### src/rtl/nic_pkg.sv
package nic_pkg;
  localparam int unsigned LVL_W = 2;
  typedef logic [LVL_W-1:0] lvl_t;
  localparam lvl_t LVL_LOWEST = '1;

  typedef struct packed {
    logic is_brk;
    lvl_t lvl;
    logic saved_ie;
  } nic_ctx_t;
endpackage

### src/rtl/nic_pending.sv
module nic_pending #(
  parameter int unsigned N = 8
) (
  input  logic         clk_i,
  input  logic         rst_ni,
  input  logic [N-1:0] req_i,
  input  logic [N-1:0] clr_i,
  output logic [N-1:0] pend_o
);
  logic [N-1:0] req_q, pend_q;

  always_ff @(posedge clk_i or negedge rst_ni) begin
    if (!rst_ni) begin
      req_q  <= '0;
      pend_q <= '0;
    end else begin
      req_q  <= req_i;
      pend_q <= (pend_q & ~clr_i) | (req_i & ~req_q);
    end
  end

  assign pend_o = pend_q;

  // only a held request may be taken
  assert_clr_pending_R10: assert property (@(posedge clk_i) disable iff (!rst_ni)
    (clr_i & ~pend_q) == '0) else $error("clear of idle pending bit");
endmodule

### src/rtl/nic_arbiter.sv
module nic_arbiter import nic_pkg::*; #(
  parameter int unsigned N     = 8,
  localparam int unsigned ID_W = (N > 1) ? $clog2(N) : 1
) (
  input  logic [N-1:0]       pend_i,
  input  logic [N*LVL_W-1:0] prio_i,
  input  lvl_t               cur_lvl_i,
  output logic               valid_o,
  output logic [ID_W-1:0]    id_o,
  output lvl_t               lvl_o
);
  lvl_t lvl_a [N];

  for (genvar g = 0; g < N; g++) begin : g_lvl
    assign lvl_a[g] = prio_i[g*LVL_W +: LVL_W];
  end

  // strict less-than keeps the lowest index on equal levels
  always_comb begin
    valid_o = 1'b0;
    id_o    = '0;
    lvl_o   = LVL_LOWEST;
    for (int i = 0; i < N; i++) begin
      if (pend_i[i] && lvl_a[i] <= cur_lvl_i && (!valid_o || lvl_a[i] < lvl_o)) begin
        valid_o = 1'b1;
        id_o    = ID_W'(i);
        lvl_o   = lvl_a[i];
      end
    end
  end
endmodule

### src/rtl/nic_level_stack.sv
module nic_level_stack import nic_pkg::*; #(
  parameter int unsigned DEPTH = 4
) (
  input  logic     clk_i,
  input  logic     rst_ni,
  input  logic     push_i,
  input  logic     pop_i,
  input  nic_ctx_t push_ctx_i,
  output nic_ctx_t top_o,
  output logic     empty_o,
  output logic     full_o
);
  localparam int unsigned CNT_W = $clog2(DEPTH + 1);
  localparam int unsigned IDX_W = (DEPTH > 1) ? $clog2(DEPTH) : 1;

  logic [CNT_W-1:0] cnt_q;
  nic_ctx_t         ent_q [DEPTH];
  logic [IDX_W-1:0] top_idx, wr_idx;

  assign top_idx = IDX_W'(cnt_q - 1'b1);
  assign wr_idx  = IDX_W'(cnt_q);
  assign empty_o = (cnt_q == '0);
  assign full_o  = (cnt_q == CNT_W'(DEPTH));
  assign top_o   = empty_o ? '0 : ent_q[top_idx];

  always_ff @(posedge clk_i or negedge rst_ni) begin
    if (!rst_ni) begin
      cnt_q <= '0;
      for (int i = 0; i < DEPTH; i++) ent_q[i] <= '0;
    end else if (push_i) begin
      ent_q[wr_idx] <= push_ctx_i;
      cnt_q         <= cnt_q + 1'b1;
    end else if (pop_i) begin
      cnt_q <= cnt_q - 1'b1;
    end
  end

  assert_no_overflow_R11: assert property (@(posedge clk_i) disable iff (!rst_ni)
    push_i |-> !full_o) else $error("push into full stack");
  assert_no_underflow_R8: assert property (@(posedge clk_i) disable iff (!rst_ni)
    pop_i |-> !empty_o) else $error("pop from empty stack");
  assert_push_pop_excl_R9: assert property (@(posedge clk_i) disable iff (!rst_ni)
    !(push_i && pop_i)) else $error("push and pop together");
endmodule

### src/rtl/nest_irq_ctrl.sv
module nest_irq_ctrl import nic_pkg::*; #(
  parameter int unsigned N_SRC    = 8,
  parameter int unsigned DEPTH    = 4,
  parameter logic [15:0] VEC_BASE = 16'h0004,
  parameter logic [15:0] BRK_VEC  = 16'h007E,
  localparam int unsigned SRC_W   = (N_SRC > 1) ? $clog2(N_SRC) : 1
) (
  input  logic                   clk_i,
  input  logic                   rst_ni,
  input  logic [N_SRC-1:0]       req_i,
  input  logic [N_SRC*LVL_W-1:0] prio_i,
  input  logic                   brk_i,
  input  logic                   ie_i,
  input  logic                   boundary_i,
  input  logic                   reti_i,
  input  logic                   retb_i,
  output logic                   ack_o,
  output logic                   ack_brk_o,
  output logic [SRC_W-1:0]       ack_src_o,
  output logic [15:0]            vec_o,
  output logic                   ie_wr_o,
  output logic                   ie_val_o,
  output logic                   push_psw_o,
  output logic                   push_pc_o
);
  logic [N_SRC-1:0] pend, clr;
  logic             brk_pend;
  logic             arb_valid;
  logic [SRC_W-1:0] arb_id;
  lvl_t             arb_lvl, cur_lvl;
  nic_ctx_t         top, push_ctx;
  logic             empty, full;
  logic             pop_irq, pop_brk, pop;
  logic             decide, take_brk, take_irq, take;
  logic             wait_q;
  logic [15:0]      irq_vec;

  logic             ack_q, brk_q, ie_wr_q, ie_val_q, pc_q;
  logic [SRC_W-1:0] src_q;
  logic [15:0]      vec_q;

  nic_pending #(.N(N_SRC)) u_pend (
    .clk_i (clk_i), .rst_ni (rst_ni), .req_i (req_i), .clr_i (clr), .pend_o (pend)
  );

  nic_pending #(.N(1)) u_brk_pend (
    .clk_i (clk_i), .rst_ni (rst_ni), .req_i (brk_i), .clr_i (take_brk), .pend_o (brk_pend)
  );

  nic_arbiter #(.N(N_SRC)) u_arb (
    .pend_i (pend), .prio_i (prio_i), .cur_lvl_i (cur_lvl),
    .valid_o (arb_valid), .id_o (arb_id), .lvl_o (arb_lvl)
  );

  nic_level_stack #(.DEPTH(DEPTH)) u_stack (
    .clk_i (clk_i), .rst_ni (rst_ni), .push_i (take), .pop_i (pop),
    .push_ctx_i (push_ctx), .top_o (top), .empty_o (empty), .full_o (full)
  );

  assign cur_lvl = empty ? LVL_LOWEST : top.lvl;
  assign pop_irq = reti_i & ~empty & ~top.is_brk;
  assign pop_brk = retb_i & ~empty &  top.is_brk;
  assign pop     = pop_irq | pop_brk;

  // return cycles and the first boundary after a pop never acknowledge
  assign decide   = boundary_i & ~wait_q & ~reti_i & ~retb_i & ~full;
  assign take_brk = decide & brk_pend;
  assign take_irq = decide & ~brk_pend & ie_i & arb_valid;
  assign take     = take_brk | take_irq;
  assign clr      = take_irq ? (N_SRC'(1) << arb_id) : '0;
  assign irq_vec  = VEC_BASE + (16'(arb_id) << 1);

  always_comb begin
    push_ctx.is_brk   = take_brk;
    push_ctx.lvl      = take_brk ? cur_lvl : arb_lvl;
    push_ctx.saved_ie = ie_i;
  end

  always_ff @(posedge clk_i or negedge rst_ni) begin
    if (!rst_ni) begin
      wait_q   <= 1'b0;
      ack_q    <= 1'b0;
      brk_q    <= 1'b0;
      src_q    <= '0;
      vec_q    <= '0;
      ie_wr_q  <= 1'b0;
      ie_val_q <= 1'b0;
      pc_q     <= 1'b0;
    end else begin
      if (pop)             wait_q <= 1'b1;
      else if (boundary_i) wait_q <= 1'b0;
      ack_q    <= take;
      brk_q    <= take_brk;
      src_q    <= take_irq ? arb_id : '0;
      vec_q    <= take_brk ? BRK_VEC : (take_irq ? irq_vec : '0);
      ie_wr_q  <= take | pop;
      ie_val_q <= pop & top.saved_ie;
      pc_q     <= ack_q;
    end
  end

  assign ack_o      = ack_q;
  assign ack_brk_o  = brk_q;
  assign ack_src_o  = src_q;
  assign vec_o      = vec_q;
  assign ie_wr_o    = ie_wr_q;
  assign ie_val_o   = ie_val_q;
  assign push_psw_o = ack_q;
  assign push_pc_o  = pc_q;

  assert_ack_on_boundary_R1: assert property (@(posedge clk_i) disable iff (!rst_ni)
    ack_o |-> $past(boundary_i)) else $error("ack without boundary");
  assert_ack_clears_ie_R2: assert property (@(posedge clk_i) disable iff (!rst_ni)
    ack_o |-> (ie_wr_o && !ie_val_o)) else $error("ack left flag set");
  assert_arb_eligible_R3: assert property (@(posedge clk_i) disable iff (!rst_ni)
    arb_valid |-> (pend[arb_id] && arb_lvl <= cur_lvl)) else $error("ineligible pick");
  assert_masked_needs_ie_R4: assert property (@(posedge clk_i) disable iff (!rst_ni)
    (ack_o && !ack_brk_o) |-> $past(ie_i)) else $error("masked ack with flag clear");
  assert_pc_after_psw_R7: assert property (@(posedge clk_i) disable iff (!rst_ni)
    push_psw_o |=> push_pc_o) else $error("pc push missing");
  assert_gap_after_return_R9: assert property (@(posedge clk_i) disable iff (!rst_ni)
    (ie_wr_o && !ack_o) |=> !ack_o) else $error("ack right after return");
endmodule

### config.mk
export PLATFORM = sky130hd
export DESIGN_NAME = nest_irq_ctrl
export DESIGN_NICKNAME = d
export VERILOG_FILES = /design/src/rtl/nic_pkg.sv /design/src/rtl/nic_pending.sv /design/src/rtl/nic_arbiter.sv /design/src/rtl/nic_level_stack.sv /design/src/rtl/nest_irq_ctrl.sv
export SDC_FILE = /design/constraint.sdc
export NUM_CORES = 1
export LEC_CHECK = 0
export ABC_AREA = 1
export BUFFER_PORTS_ARGS = -buffer_cell sky130_fd_sc_hd__buf_4
export CAP_MARGIN = 20
export CORE_AREA = 2 2 122 77
export DETAILED_ROUTE_END_ITERATION = 8
export DIE_AREA = 0 0 124 79
export GPL_TIMING_DRIVEN = 0
export HOLD_SLACK_MARGIN = 0.15
export PLACE_DENSITY = 0.59
export SYNTH_ARGS = -nofsm -noshare
export SYNTH_HDL_FRONTEND = slang
export SYNTH_HIERARCHICAL = 1
export SYNTH_SLANG_ARGS = --single-unit
### constraint.sdc
create_clock -name clk_i -period 14.6 [get_ports clk_i]
set_input_delay 2.19 -clock clk_i [delete_from_list [all_inputs] [get_ports clk_i]]
set_output_delay 2.19 -clock clk_i [all_outputs]
set_load 0.03 [all_outputs]
* Word-level counts from Yosys, hierarchy flattened
Cells that the tools add are included.
** Cells by class
- Add/sub/neg operators :: 3
- $mul :: 0
- Div/mod/pow operators :: 0
- Magnitude comparators :: 18
- Equality and inequality tests :: 1
- Shift-type cells :: 1
- Muxes and demuxes :: 40
- Bitwise operators :: 35
- Reductions and logical operators :: 33
** Operators with widths (count)
- 2-bit two-way mux :: 12
- 3-bit two-way mux :: 7
- 8-bit AND :: 2
- 16-bit bitwise mux :: 1
- 2-bit less-or-equal comparator :: 8
- 1-bit logical AND :: 16
- 4-bit two-way mux :: 4
- 8-bit NOT :: 2
- 1-bit AND :: 15
- 2-bit less-than comparator :: 7
- 1-bit two-way mux :: 11
- 1-bit NOT :: 9
- 4-bit binary-select mux with 2-bit select :: 1
- 4-bit demux with 2-bit select :: 1
- 8-bit two-way mux :: 1
- 8-bit bitwise OR :: 1
- 1-bit by 3-bit << shifter with 8-bit output, first input constant :: 1
- 1-bit zero test :: 7
- 1-bit logical OR :: 7
- 7-bit two-way mux :: 1
- 3-bit greater-or-equal comparator, second input constant :: 2
- 2-bit NOT with 3-bit output :: 2
- 3-bit by 4-bit adder with 5-bit output, first input constant :: 1
- 5-bit two-way mux :: 1
- 7 further kinds :: 11
** Word-level totals
- Register bits after elaboration :: 53
- Bits in latches :: 0
- RAM bits :: 0
- ROM bits :: 0
- Bits of input ports :: 31
- Logic and storage cells :: 156
- Memories :: 0

* Logic depth before layout (Yosys ltp)
Gate-level depths: netlist (run 1).
- Depth after elaboration :: 43
- Gate-level depth with buffers :: 58
- Gate-level depth less buffers :: 57

* Cells and area by module
The synthesis (run 1) kept the hierarchy.
** Modules (own cells, without submodules)
- nic_arbiter :: instances 1, cells an instance 193, area an instance 1032.2 um2, sequential area each 0.0 um2
- nic_level_stack :: instances 1, cells an instance 127, area an instance 996.0 um2, sequential area each 475.5 um2
- nest_irq_ctrl :: instances 1, cells an instance 88, area an instance 734.5 um2, sequential area each 325.3 um2
- nic_pending (u_pend) :: instances 1, cells an instance 56, area an instance 550.5 um2, sequential area each 400.4 um2
- nic_pending (u_brk_pend) :: instances 1, cells an instance 7, area an instance 68.8 um2, sequential area each 50.0 um2

* Least setup slack after synthesis (run 1)
Ideal clock, no wire load.
- Kind :: input-to-reg
- From :: in prio_i[1]
- To :: reg vec_q[3], in the netlist vec_o[3]
- Data arrival time :: 6.361 ns
- Path slack :: 8.113 ns
- Cell stages on the path :: 45
- Path buffers :: 0
- Cell sequence :: ha_1 > nand2_1 > nand2_1 > nand2_2 > nand4_1 > nand3_1 > nand2_1 > nand2_1 > nand3_1 > nand2_2 > nand2_2 > nand2_1 > nand2_1 > nor2_1 > nand2_1 > nand2_2 > nand2_2 > nand2_1 > [9 not listed] > nand2_2 > nand2_2 > o21ai_0 > ha_1 > nand2_1 > nand2_1 > nand2_2 > nand2_2 > o21ai_0 > ha_1 > nand2_1 > nand2_1 > nand2_2 > nand2_4 > nand3b_1 > ha_1 > nand3_1 > nand2_1
** Between the ends
- Word-level cells in the longest chain between the ends :: 34
- Elaborated cells between the ends (all ways) :: 56
- Classes of those cells :: add/sub (1); order compare (8); mux (24); bitwise (1); reduce/logical (22)
** RTL lines
- from (decl) :: RTL line nest_irq_ctrl.sv:11 : input logic [N_SRC*LVL_W-1:0] prio_i,
- 2-bit less-or-equal comparator :: RTL line nic_arbiter.sv:24 : if (pend_i[i] && lvl_a[i] <= cur_lvl_i && (!valid_o || lvl_a[i] < lvl_o)) begin
- 1-bit logical AND :: RTL line nic_arbiter.sv:24
- 2-bit two-way mux or 1-bit two-way mux (tied branches) :: RTL line nic_arbiter.sv:24
- 2-bit less-than comparator or 1-bit zero test (tied branches) :: RTL line nic_arbiter.sv:24
- 1-bit logical OR :: RTL line nic_arbiter.sv:24
- 1-bit logical AND :: RTL line nic_arbiter.sv:24
- 2-bit two-way mux or 1-bit two-way mux (tied branches) :: RTL line nic_arbiter.sv:24
- 2-bit less-than comparator or 1-bit zero test (tied branches) :: RTL line nic_arbiter.sv:24
- [19 not listed]
- 2-bit less-than comparator or 1-bit zero test (tied branches) :: RTL line nic_arbiter.sv:24
- 1-bit logical OR :: RTL line nic_arbiter.sv:24
- 1-bit logical AND :: RTL line nic_arbiter.sv:24
- 3-bit two-way mux (*) :: RTL line nic_arbiter.sv:24
- via arb_id[2] :: RTL line nest_irq_ctrl.sv:29 : logic [SRC_W-1:0] arb_id;
- 3-bit by 4-bit adder with 5-bit output (*) :: RTL line nest_irq_ctrl.sv:71 : assign irq_vec = VEC_BASE + (16'(arb_id) << 1);
- 5-bit two-way mux (*) :: RTL line nest_irq_ctrl.sv:95 : vec_q <= take_brk ? BRK_VEC : (take_irq ? irq_vec : '0);
- 7-bit two-way mux (*) :: RTL line nest_irq_ctrl.sv:95
- to (signal assigned) :: RTL line nest_irq_ctrl.sv:95
- to (decl) :: RTL line nest_irq_ctrl.sv:40 : logic [15:0] vec_q;
The timed path passes the listed nets; every way through them passes the cells marked *.
A chain may end at the register's enable or synchronous reset.

==> summary.md, run 1 <==
| Metric | Value |
|---|---|
| Worst min path class | reg2reg |
| Drt wl/cell | 11.6 um |
| Initial DRC Count | 180 |
| Count of final max-slew check failures | 0 |
| Fin crit share | 0.491 |
| Die height | 79 um |
| Worst Tran Pin Value | 642 ps |
| Mapped Avg Cell Area | 7.18 um^2 |
| Crit start category | flop |
| Synth Instances | 471 |
| Max_slew headroom | 0.572 |
| Clock sinks | 50 |
| Routed via count | 2,875 |
| First-pass DRT Iterations | 5 |
| Synth Flop Type | dfrtp_1 |
| Vias per std cell | 4.43 |
| Longest Clk Path Bufs | 2 |
| XOR/XNOR Fraction of Synth Area | 0.00518 |
| CP Class | reg2reg |
| Multi-input combinational cell area | about 1700 um^2 |
| CP Max Fanout | 11 |
| Clk pin slew, worst setup/hold paths | 70 ps |
| Largest family of logic cells by synthesized area | simple AND/OR/NAND/NOR gates |
| EDFF count, synth | 0 |
| Largest net degree at the start of global routing | 51 |
| Global-route wire length before repair | 13,000 um |
| Asr flop ratio synth | 1.00 |
| Synth top area cells | dfrtp_1 (37%), nand2_1 (15%), inv_1 (11%) |
| Setup TNS | 0 ps |
| Final setup skew | 2.77 ps |
| DP Cell Count | ~640 |
| Register area share after synthesis | 0.370 |
| Yosys top cell by area | dfrtp_1 |
| Hold Buf Count CTS | 0 |
| Share of cells above drive strength 1 | 0.191 |
| Synth Area in Adders | 0.0888 |
| Most frequent cell after synthesis | nand2_1 |
| Most used cell, CP | nand2_1 |
| Compound-Gate Fraction of Synth Area | 0.0673 |
| Slowest-stage cell, CP | dfrtp_1 |
| Final non-filler cell total | 649 |
| Row cnt | 27 |
| Final Setup Violations | 0 |
| RSZ-0062 raised after global routing | no |
| Synth top area share | 0.370 |
| Area growth, synth to finish | 20.4% |
| Final hold violations | 0 |
| Post-cts resize count | 0 |
| Initial Utilization | 0.385 |
| Post-Synth Simple-Gate Area | 0.319 |
| Post-synth top cells | nand2_1 (137), inv_1 (98), dfrtp_1 (50) |
| Grt ovf | 0 |
| Dpl hpwl | between 5000 and 6000 um |
| CP endpoint kind | flop |
| Multiplexer area fraction after synthesis | 0 |
| Number of global-route vias before repair | 2,715 |
| Initial antenna violation count | 0 |
| F_max | 140 MHz |
| Max stage delay on crit path | 410 ps |
| Unique cell type count in the Yosys netlist | 34 |
| Die X | 124 um |
| Synth Warn # | 6 |
| Post-Route WL | about 7500 um |
| Final nets | 587 |
| Status | finished clean |
| Post-Syn Area | 3380 um^2 |
| TritonCTS clock tree | done |
| Worst skew pair latency | 290 ps |
| WP data arrival | 7350 ps |
| Drc violations | 0 |
| Storage element area | 1250 um^2 |
| Post-CTS setup buffers | 0 |
| Max cap viols | 0 |
| Core ar. | 8780 um^2 |
| Clk root buf | clkbuf_16 |
| Routed Antenna Nets | 0 |
| Port Buffers | 45 |
| IO Count | 56 |
| Routability cong. | ~0.84 |
| FILL cells | approximately 900 |
| GR Util All Layers | 0.168 |
| Area of the die | 9800 um^2 |
| Min Tclk post-route | 7160 ps |
| Num CTS Buffers | 5 |
| CTS H-Tree Depth | 2 |
| Diodes inserted | 0 |
| Worst EP required | ~15,000 ps |
| #FFs+latches synth | 50 |
[layout by cell type (no fill, tap or decap), types with 3 or more instances in the layout]
cell type    n
dfrtp_1     50
nand4_1      3
nand2_1    137
inv_1       98
clkbuf_16    5
inv_2        4
nand3_1     39
a21oi_1      7
o21ai_0     27
conb_1      10
nor2_1      24
nand2_2     17
ha_1        24
buf_4       59
[per-layer routing]
metal / GRT usage / vias to the layer above / wire, um
met5: 0 / - / 0
met4: 0.0180 / 0 / 30
met3: 0.0323 / 2 / 370
met2: 0.246 / 59 / 3020
met1: 0.262 / 1287 / 4110
li1: - / 1527 / -
[registers in the layout, indices dropped and copies added (netlist names)]
signal             cells
u_pend/pend_o          8
u_brk_pend/pend_o      1
ack_o                  1
u_brk_pend/req_q       1
u_pend/req_q           8
ack_src_o              3
u_stack/cnt_q          3
ie_val_o               1
ie_wr_o                1
vec_o                  5
push_pc_o              1
wait_q                 1
u_stack/ent_q         16
[worst paths after layout]
| check | from | slack (ps) | depth (start not counted) | end |
|---|---|---|---|---|
| setup reg to reg | u_stack/cnt_q[0] | 7440 | 57 | u_pend/pend_o[0] |
| setup / recovery | u_stack/cnt_q[0] | 7440 | 57 | u_pend/pend_o[0] |
| hold reg to reg | ack_o | 430 | 0 | push_pc_o |
| min in group asynchronous | rst_ni | 1910 | 1 | push_pc_o |
| max in group asynchronous | rst_ni | 12240 | 1 | u_pend/pend_o[0] |
| hold / removal | ack_o | 430 | 0 | push_pc_o |
[kinds of logic after synthesis]
| kind of cell | Yosys count |
|---|---|
| compound gates | 41 |
| buf+inv | 118 |
| simple gates | 235 |
| xor+xnor | 2 |
| fa+ha+maj | 24 |
| other cells | 1 |
| flops | 50 |
[final cells by class]
type                    count  area share
clock inverters             3      0.0120
flip-flops and latches     50       0.307
plain buffers              15      0.0286
clock buffers               5      0.0307
multi-input cells         312       0.408
well taps                 116      0.0356
repair buffers             45      0.0829
inverters                 103      0.0952
[through the flow]
stage,cell area (um^2),setup WS [ps],utilization,hold slack (ps)
after global placement,3900,7340,0.444,403
final,4070,7440,0.464,427
after CTS,4070,7410,0.464,447
after global routing,4070,6550,0.464,447
after detailed placement,3900,7210,0.444,418
after floorplan,3420,8110,-,441
[worst max-delay path, delay by kind of cell, from the launching register on]
kind | cells | cell delay [ps]
adder cells (fa/ha/maj) | 4 | 1120
AND/OR/NAND/NOR | 44 | 4130
buffers and inverters | 6 | 940
AO/OA/AOI/OAI | 3 | 430
flip-flops | 1 | 410
Power of run 1 is not shown: default switching activity piles up to over one toggle a cycle in this logic, so the estimate is an artifact.
==> run 2, diff against run 1 <==
==> constraint.sdc (replaced) <==
create_clock -name clk_i -period 7.3 [get_ports clk_i]
set_input_delay 1.095 -clock clk_i [delete_from_list [all_inputs] [get_ports clk_i]]
set_output_delay 1.095 -clock clk_i [all_outputs]
set_load 0.03 [all_outputs]
==> summary.md, run 2 (synthesis results as in run 1) <==
| Metric | Value |
|---|---|
| Metal-1 WL | 4210 um |
| Commonest non-fill, non-tap cell in the layout | nand2_1 |
| Hold Buf Count CTS | 0 |
| Min Tclk post-route | 6550 ps |
| Die height | roughly 79 um |
| Max stage delay on crit path | around 380 ps |
| Worst skew pair latency | 290 ps |
| Final Setup Violations | 0 |
| Fin util | 0.471 |
| Worst min path class | reg2reg |
| Vias per std cell | 4.45 |
| Number of global-route vias before repair | 2,715 |
| Max cap viols | 0 |
| Largest net degree at the start of global routing | ~50 |
| Worst Tran Pin Value | 652 ps |
| Count of final max-slew check failures | 0 |
| Storage element area | 1250 um^2 |
| Max_slew headroom | 0.565 |
| Most used cell, CP | nand2_1 |
| Final hold violations | 0 |
| Dpl hpwl | 5920 um |
| Routability cong. | 0.835 |
| Clk pin slew, worst setup/hold paths | approximately 70 ps |
| Hold_sp | ack_o |
| DR top layer | met4 |
| FILL cells | 905 |
| Met2 Wirelength | around 3000 um |
| Origin of the critical flop-to-flop path | u_stack/cnt_q[0] |
| Fin crit share | 0.897 |
| GR Util All Layers | 0.168 |
| CP Class | reg2reg |
| Final nets | 591 |
| Area of the die | slightly below 10,000 um^2 |
| F_max | 153 MHz |
| CP Max Fanout | 11 |
| Initial DRC Count | 200 |
| Share of cells above drive strength 1 | 0.209 |
| Post-DP Area | 3900 um^2 |
| Global-route wire length before repair | between 10,000 and 15,000 um |
| Core ar. | 8780 um^2 |
| Area growth, synth to finish | 22.2% |
| Longest Clk Path Bufs | 2 |
| Grt ovf | 0 |
| CP endpoint kind | flop |
| First-pass DRT Iterations | 5 |
| Clk root buf | clkbuf_16 |
| Row cnt | 27 |
| Initial Utilization | 0.385 |
| Max reg flops | 16 |
| Routed Antenna Nets | 0 |
| Num CTS Buffers | 5 |
| Routed via count | 2,903 |
| Fin area | about 4100 um^2 |
| Drt wl/cell | 11.7 um |
| CTS H-Tree Depth | 2 |
| Multi-input combinational cell area | 1690 um^2 |
| Worst Setup SP | u_stack/cnt_q[0] |
| WP data arrival | 6730 ps |
| Initial antenna violation count | 0 |
| Die X | 124 um |
| Slowest-stage cell, CP | dfrtp_1 |
| Status | finished clean |
| IO Count | 56 |
| Final setup skew | approximately 3.3 ps |
| Setup TNS | 0 ps |
| Crit start category | flop |
| TritonCTS clock tree | done |
| Diodes inserted | 0 |
| Commonest non-fill, non-tap cells in the layout | nand2_1 (137), inv_1 (95), buf_4 (63) |
| RSZ-0062 raised after global routing | no |
| Metal3 WL | 330 um |
| Clock sinks | 50 |
| Worst EP required | about 7500 ps |
| Biggest register | u_stack/ent_q |
| Port Buffers | 45 |
| Drc violations | 0 |
| Post-Route WL | 7610 um |
==> run 2: final timing paths <==
path	endpoint	slack (ps)	cells after the start
setup / recovery	u_pend/pend_o[3]	750	56
hold / removal	push_pc_o	430	0
setup reg to reg	u_pend/pend_o[3]	750	56
hold reg to reg	push_pc_o	430	0
max in group asynchronous	u_pend/pend_o[0]	6030	1
min in group asynchronous	push_pc_o	830	1
==> run 2: repair_timing <==
| item | in CTS | in global routing |
|---|---|---|
| gates resized for setup | 0 | 10 |
| setup endpoints to repair | 0 | 23 |
| hold endpoints to repair | 0 | 0 |
| buffers inserted | 0 | 4 |
==> run 2: routing by layer <==
layer	up-vias	GRT usage
li1	1540	-
met1	1300	0.262
met2	61	0.246
met3	2	0.0323
met4	0	0.0180
met5	-	0
==> run 2: area by class of cell <==
class / count / area share
buffer: 15 / 0.0281
clock buffer: 5 / 0.0303
clock inverter: 3 / 0.0118
inverter: 103 / 0.0953
multi-input combinational: 312 / 0.408
sequential: 50 / 0.303
tap: 116 / 0.0351
timing repair buffer: 49 / 0.0890
==> run 2: critical path, delay by kind of cell, from the launching register on <==
kind	cells	cell delay [ps]
DFF	1	380
buffers and inverters	6	680
adders and majority gates	4	1120
AOI/OAI and AO/OA	3	540
and+or+nand+nor	43	3710
==> run 2: stage by stage <==
| stage | hold slack (ps) | cells | setup slack [ps] |
|---|---|---|---|
| floorplan | 441 | 480 | 1380 |
| global placement | 403 | 641 | 260 |
| detailed placement | 418 | 641 | 151 |
| CTS | 447 | 649 | 108 |
| global route | 447 | 653 | 14.5 |
| finish | 426 | 653 | 754 |
Power of run 2 is left out for the same reason.
